==> src/rtl/ser_evt_pkg.sv <==
// Shared constants for the serial bus event interrupt unit.
// Bit positions are fixed by the neighbouring blocks that raise the events.
package ser_evt_pkg;
    localparam int unsigned REG_W  = 16;
    localparam int unsigned ADDR_W = 3;

    localparam logic [ADDR_W-1:0] OFS_ENABLE = 3'd0;
    localparam logic [ADDR_W-1:0] OFS_STATUS = 3'd1;
    localparam logic [ADDR_W-1:0] OFS_VECTOR = 3'd2;
    localparam logic [ADDR_W-1:0] OFS_DMA    = 3'd3;
    localparam logic [ADDR_W-1:0] OFS_FORCE  = 3'd4;

    localparam int unsigned RX_RDY_BIT   = 3;
    localparam int unsigned TX_RDY_BIT   = 4;
    localparam int unsigned BUSY_BIT     = 12;
    localparam int unsigned RX_DMA_BIT   = 15;
    localparam int unsigned TX_DMA_BIT   = 7;
    localparam int unsigned FORCE_TRIG   = 11;

    localparam logic [REG_W-1:0] SW_CLR_MASK   = 16'h0027;
    localparam logic [REG_W-1:0] FORCE_PATTERN = 16'h003F;
    localparam logic [REG_W-1:0] STORE_MASK    = ~(16'h0001 << BUSY_BIT);
endpackage

==> src/rtl/ser_evt_status_reg.sv <==
// Event status storage.
// Assumes set and clear vectors are already qualified; set wins over clear.
// The busy position is never stored (it is shown live by the read mux).
module ser_evt_status_reg
    import ser_evt_pkg::*;
(
    input  logic             clk,
    input  logic             rst_n,
    input  logic [REG_W-1:0] set_i,
    input  logic [REG_W-1:0] clr_i,
    output logic [REG_W-1:0] st_q
);
    // Merge clears then sets each cycle; drop the unstored bit.
    always_ff @(posedge clk) begin
        if (!rst_n) begin
            st_q <= '0;
        end else begin
            st_q <= ((st_q & ~clr_i) | set_i) & STORE_MASK;
        end
    end
endmodule

==> src/rtl/ser_evt_mask_ctl.sv <==
// Interrupt enable mask and per-direction DMA enables.
// Assumes MASK_W is at least 5 so both ready positions exist in the mask.
// Turning DMA on for a direction drops that direction's ready enable.
module ser_evt_mask_ctl
    import ser_evt_pkg::*;
#(
    parameter int unsigned MASK_W = 6
)(
    input  logic              clk,
    input  logic              rst_n,
    input  logic              en_wr,
    input  logic [MASK_W-1:0] en_val,
    input  logic              dma_wr,
    input  logic              rx_on_val,
    input  logic              tx_on_val,
    output logic [MASK_W-1:0] mask_q,
    output logic              rx_on_q,
    output logic              tx_on_q
);
    // Register enable writes and DMA writes with their side effect on the mask.
    always_ff @(posedge clk) begin
        if (!rst_n) begin
            mask_q  <= '0;
            rx_on_q <= 1'b0;
            tx_on_q <= 1'b0;
        end else begin
            if (en_wr) begin
                mask_q <= en_val;
            end
            if (dma_wr) begin
                rx_on_q <= rx_on_val;
                tx_on_q <= tx_on_val;
                if (rx_on_val) begin
                    mask_q[RX_RDY_BIT] <= 1'b0;
                end
                if (tx_on_val) begin
                    mask_q[TX_RDY_BIT] <= 1'b0;
                end
            end
        end
    end
endmodule

==> src/rtl/ser_evt_vector.sv <==
// Lowest-first priority pick over the pending enabled events.
// Purely combinational; vec_o is index+1 of the winner, 0 when idle.
module ser_evt_vector #(
    parameter int unsigned N     = 6,
    parameter int unsigned VEC_W = 3
)(
    input  logic [N-1:0]     pend_i,
    output logic [N-1:0]     pick_o,
    output logic [VEC_W-1:0] vec_o
);
    genvar g;
    // One-hot winner: a bit wins when nothing below it is pending.
    generate
        for (g = 0; g < N; g++) begin : g_pick
            if (g == 0) begin : g_first
                assign pick_o[g] = pend_i[g];
            end else begin : g_rest
                assign pick_o[g] = pend_i[g] & ~(|pend_i[g-1:0]);
            end
        end
    endgenerate

    // Encode the one-hot winner as index plus one.
    always_comb begin
        vec_o = '0;
        for (int i = 0; i < N; i++) begin
            if (pick_o[i]) begin
                vec_o = VEC_W'(i + 1);
            end
        end
    end
endmodule

==> src/rtl/ser_evt_irq_unit.sv <==
// Serial bus event interrupt and vector unit (top).
// Decodes the 16-bit register port, merges event pulses into status,
// drives the level interrupt and the two DMA request lines.
// Assumes reg_rd and reg_wr are never high together; read data is
// combinational from the current state and the offset.
module ser_evt_irq_unit
    import ser_evt_pkg::*;
#(
    parameter bit          NEW_REV    = 1'b1,
    parameter int unsigned VEC_EVENTS = 6
)(
    input  logic              clk,
    input  logic              rst_n,
    input  logic [ADDR_W-1:0] reg_addr,
    input  logic              reg_wr,
    input  logic              reg_rd,
    input  logic [REG_W-1:0]  reg_wdata,
    output logic [REG_W-1:0]  reg_rdata,
    input  logic [REG_W-1:0]  evt_set,
    input  logic              bus_busy,
    output logic              irq,
    output logic              rx_dreq,
    output logic              tx_dreq
);
    localparam int unsigned MASK_W = NEW_REV ? VEC_EVENTS : VEC_EVENTS - 1;
    localparam int unsigned VEC_W  = $clog2(VEC_EVENTS + 1);

    logic [REG_W-1:0]  st_q;
    logic [MASK_W-1:0] mask_q;
    logic              rx_on_q;
    logic              tx_on_q;
    logic [MASK_W-1:0] pend;
    logic [MASK_W-1:0] pick;
    logic [VEC_W-1:0]  vec;
    logic [REG_W-1:0]  set_all;
    logic [REG_W-1:0]  clr_all;
    logic              wr_en, wr_stat, wr_dma, wr_force, rd_vec;

    // Strobe decode per offset.
    always_comb begin
        wr_en    = reg_wr && (reg_addr == OFS_ENABLE);
        wr_stat  = reg_wr && (reg_addr == OFS_STATUS);
        wr_dma   = reg_wr && (reg_addr == OFS_DMA);
        wr_force = reg_wr && (reg_addr == OFS_FORCE);
        rd_vec   = reg_rd && (reg_addr == OFS_VECTOR);
    end

    // Build the set and clear vectors for the status register.
    always_comb begin
        set_all = evt_set;
        if (NEW_REV && wr_force && reg_wdata[FORCE_TRIG]) begin
            set_all = set_all | FORCE_PATTERN;
        end
        clr_all = '0;
        if (NEW_REV && wr_stat) begin
            clr_all = reg_wdata & SW_CLR_MASK;
        end
        if (rd_vec) begin
            clr_all[MASK_W-1:0] = pick;
        end
    end

    ser_evt_status_reg u_status (
        .clk   (clk),
        .rst_n (rst_n),
        .set_i (set_all),
        .clr_i (clr_all),
        .st_q  (st_q)
    );

    ser_evt_mask_ctl #(.MASK_W(MASK_W)) u_mask (
        .clk       (clk),
        .rst_n     (rst_n),
        .en_wr     (wr_en),
        .en_val    (reg_wdata[MASK_W-1:0]),
        .dma_wr    (wr_dma),
        .rx_on_val (reg_wdata[RX_DMA_BIT]),
        .tx_on_val (reg_wdata[TX_DMA_BIT]),
        .mask_q    (mask_q),
        .rx_on_q   (rx_on_q),
        .tx_on_q   (tx_on_q)
    );

    // Pending enabled events feed both the interrupt and the vector.
    always_comb begin
        pend = st_q[MASK_W-1:0] & mask_q;
    end

    ser_evt_vector #(.N(MASK_W), .VEC_W(VEC_W)) u_vec (
        .pend_i (pend),
        .pick_o (pick),
        .vec_o  (vec)
    );

    // Output levels.
    always_comb begin
        irq     = |pend;
        rx_dreq = rx_on_q & st_q[RX_RDY_BIT];
        tx_dreq = tx_on_q & st_q[TX_RDY_BIT];
    end

    // Read mux by offset.
    always_comb begin
        reg_rdata = '0;
        case (reg_addr)
            OFS_ENABLE: reg_rdata[MASK_W-1:0] = mask_q;
            OFS_STATUS: begin
                reg_rdata           = st_q;
                reg_rdata[BUSY_BIT] = bus_busy;
            end
            OFS_VECTOR: reg_rdata = REG_W'(vec);
            OFS_DMA: begin
                reg_rdata[RX_DMA_BIT] = rx_on_q;
                reg_rdata[TX_DMA_BIT] = tx_on_q;
            end
            default: reg_rdata = '0;
        endcase
    end
endmodule

==> config.mk <==
export PLATFORM = sky130hd
export DESIGN_NAME = ser_evt_irq_unit
export DESIGN_NICKNAME = d
export VERILOG_FILES = /design/src/rtl/ser_evt_pkg.sv /design/src/rtl/ser_evt_status_reg.sv /design/src/rtl/ser_evt_mask_ctl.sv /design/src/rtl/ser_evt_vector.sv /design/src/rtl/ser_evt_irq_unit.sv
export SDC_FILE = /design/constraint.sdc
export NUM_CORES = 1
export LEC_CHECK = 0
export CAP_MARGIN = 15
export CORE_MARGIN = 4
export CORE_UTILIZATION = 42
export DETAILED_ROUTE_END_ITERATION = 8
export PLACE_DENSITY = 0.79
export SYNTH_ARGS = -nofsm -noshare
export SYNTH_HDL_FRONTEND = slang
export SYNTH_HIERARCHICAL = 1
export SYNTH_SLANG_ARGS = --single-unit
==> constraint.sdc <==
create_clock -name clk -period 2.1 [get_ports clk]
set_input_delay 0.42 -clock clk [delete_from_list [all_inputs] [get_ports clk]]
set_output_delay 0.42 -clock clk [all_outputs]
set_load 0.05 [all_outputs]
==> impl_metrics.py <==
metrics = {
    "status": {
        "status": "complete, but fails checks",
        "violations": "setup timing",
    },
    "sta": {
        "fin_ws_ns": -0.2258,
        "setup_violations": 4,
        "clock_skew_ns": 0.003970,
        "rsz0062_at_grt": "yes",
        "timing.final.crit_share_pct": 110.8,
        "fin_crit_ns": 2.326,
        "fmax_mhz": 430.0,
        "slew_violations": 0,
        "hold_viol_final": 0,
        "worstMarginPinSlew_ns": 0.5027,
        "maxSlewHeadroom_pct": 66.02,
    },
    "floorplan": {
        "core_um2": 3103,
        "die_w_um": 65.22,
        "start_util_pct": 44.31,
        "die_y_um": 65.22,
        "pin_count": 59,
        "num_rows": 20,
        "die_area_um2": 4254,
    },
    "power_and_ir_drop": {
        "ir_worst_vdd_mv": 0.3358,
        "power_density_nw_per_um2": 411.0,
        "p_leak_nw": 0.9846,
    },
    "clock_network": {
        "clkTransAtPathRegs_ns": 0.14,
        "cts.sinks": 23,
        "cts_buffers": 3,
        "cts_root_buffer": "clkbuf_4",
        "h-tree-depth": 1,
        "clkLatencyLatePin_ns": 0.33,
        "clockBufferDepth": 2,
        "cts_tree": "built",
    },
    "worst_hold_path": {
        "hold_class": "flop to flop",
    },
    "finish": {
        "area_delta_synth_final_pct": 71.25,
        "fin_cells": 275,
        "drive_above_1_share_pct": 33.77,
        "fin_nets": 272,
        "final_util_pct": 75.89,
        "num_antenna_cells": 0,
    },
    "synth": {
        "syn_area_per_cell_um2": 8.929,
        "netlist_instances": 154,
        "yosys_warnings": 6,
        "netlist_area_um2": 1375,
    },
    "drt": {
        "routed_wl_um": 3868,
        "firstDrtPassIters": 4,
        "routed_via_density": 4.927,
        "wire_per_inst_um": 14.07,
        "drc": 0,
        "ant_nets": 0,
        "drt_iter0_markers": 76,
        "vias": 1355,
    },
    "setup_path": {
        "critPathLaunchType": "flop",
        "path_cells": "and2_4 > or3b_4 > a21oi_2 > a211oi_2 > a211oi_2 > buf_12",
        "crit_arrival_ns": 1.91,
        "cp-end-kind": "primary output",
        "cpMostUsedCell": "a211oi_2",
        "worstPathRequired_ns": 1.68,
        "criticalPathCategory": "flop to primary output",
        "cpPeakStageDelay_ns": 0.40,
        "worstPathMaxFanout": 5,
        "slowest_stage": "or3b_4",
    },
    "place": {
        "dp_hpwl_um": 2805,
        "place.gp.congestion": 0.8178,
        "io_buffers": 50,
        "place_inst": 263,
    },
    "global_routing": {
        "grt_pass1_wl_um": 6389,
        "grt_pass1_vias": 1398,
        "track_usage_pct": 18.86,
        "grt_max_degree": 24,
        "grt_overflow": 0,
        "antenna_found_initial": 0,
    },
    "flow_run": {
        "drv_cap": 0,
    },
}
-- layout make-up --
type                    instances  area (µm²)
multi-input cells             132       968.4
repair buffers                 72       828.3
fillers                       228       748.2
flip-flops and latches         23       473.0
well taps                      44       55.05
clock buffers                   3       22.52
clock inverters                 1       7.507
-- state kept, by name, summed over array words and instances, names as in the netlist --
| name | cells |
|---|---|
| u_mask/mask_q | 6 |
| u_mask/rx_on_q | 1 |
| u_status/st_q | 15 |
| u_mask/tx_on_q | 1 |
-- power breakdown --
part / internal (W) / switching (W)
Clock: 0.0000730 / 0.000150
Combinational: 0.000155 / 0.000115
Sequential: 0.000461 / 0.0000133
-- worst paths after layout --
| path | endpoint | slack [ns] | startpoint | depth (start not counted) |
|---|---|---|---|---|
| worst max-delay path | reg_rdata[1] | -0.23 | u_status/st_q[3]$_SDFF_PN0_ | 6 |
| worst min-delay path | u_mask/rx_on_q$_SDFFE_PN0P_ | 0.53 | u_mask/rx_on_q$_SDFFE_PN0P_ | 2 |
| worst max register to register | u_status/st_q[5]$_SDFF_PN0_ | 0.43 | u_status/st_q[3]$_SDFF_PN0_ | 7 |
| worst min register to register | u_mask/rx_on_q$_SDFFE_PN0P_ | 0.53 | u_mask/rx_on_q$_SDFFE_PN0P_ | 2 |
-- metal layers --
layer	wire length [µm]	global-route usage (%)	share of wire (%)	vias up
met1	1617	22.42	42	627
met4	65	5.440	1.7	0
li1	-	-	-	671
met5	0	0	0	-
met3	297	6.838	7.7	9
met2	1887	31.73	49	48
-- cell usage in the layout (no fill, tap or decap), drive strengths merged --
| cell type | count |
|---|---|
| buf | 39 |
| clkdlybuf4s50 | 28 |
| nor2b | 23 |
| dfxtp | 23 |
| and2 | 19 |
| o21a | 15 |
| nand2b | 12 |
| mux2i | 9 |
| conb | 9 |
| nor2 | 7 |
| a211oi | 6 |
| a22o | 4 |
| dlygate4sd2 | 4 |
| nor3 | 4 |
| nand2 | 3 |
| clkbuf | 3 |
| or2 | 2 |
| mux2 | 2 |
| and3 | 2 |
| a21boi | 2 |
| a21oi | 2 |
| nor3b | 2 |
| nor4 | 2 |
| nand4 | 1 |
| and4bb | 1 |
| nor4b | 1 |
| or4 | 1 |
| clkinvlp | 1 |
| dlymetal6s2s | 1 |
| or3b | 1 |
| or2b | 1 |
| o31a | 1 |
-- worst max-delay path: cells and delay by family, from the launching register on --
family / cells / cell delay, ns
AND/OR/NAND/NOR: 2 / 0.57
AO/OA/AOI/OAI: 3 / 0.48
flip-flops: 1 / 0.35
buffers and inverters: 1 / 0.18
-- timing repair --
action | in CTS | in global routing
endpoints found under the setup margin | 15 | 12
hold buffers | 0 | 0
setup buffers | 8 | 0
pin swaps | 9 | 1
gates resized for setup | 30 | 6
-- metrics by stage --
stage          TNS, ns  area, µm²  total power (W)  hold WS [ns]  worst slack, ns
2_1_floorplan  -0.6184       1420        0.0006027        0.4645          -0.1702
3_3_place_gp   -0.2668       2188        0.0007319        0.4858         -0.04788
3_5_place_dp   -0.4300       2188        0.0007381        0.5052          -0.1176
4_1_cts        -0.3367       2333        0.0009727        0.5252          -0.2356
5_1_grt        -0.6120       2355         0.001016        0.5567          -0.2964
6_report       -0.3886       2355        0.0009678        0.5252          -0.2258
No activity file was read; power rests on OpenSTA's default activity.
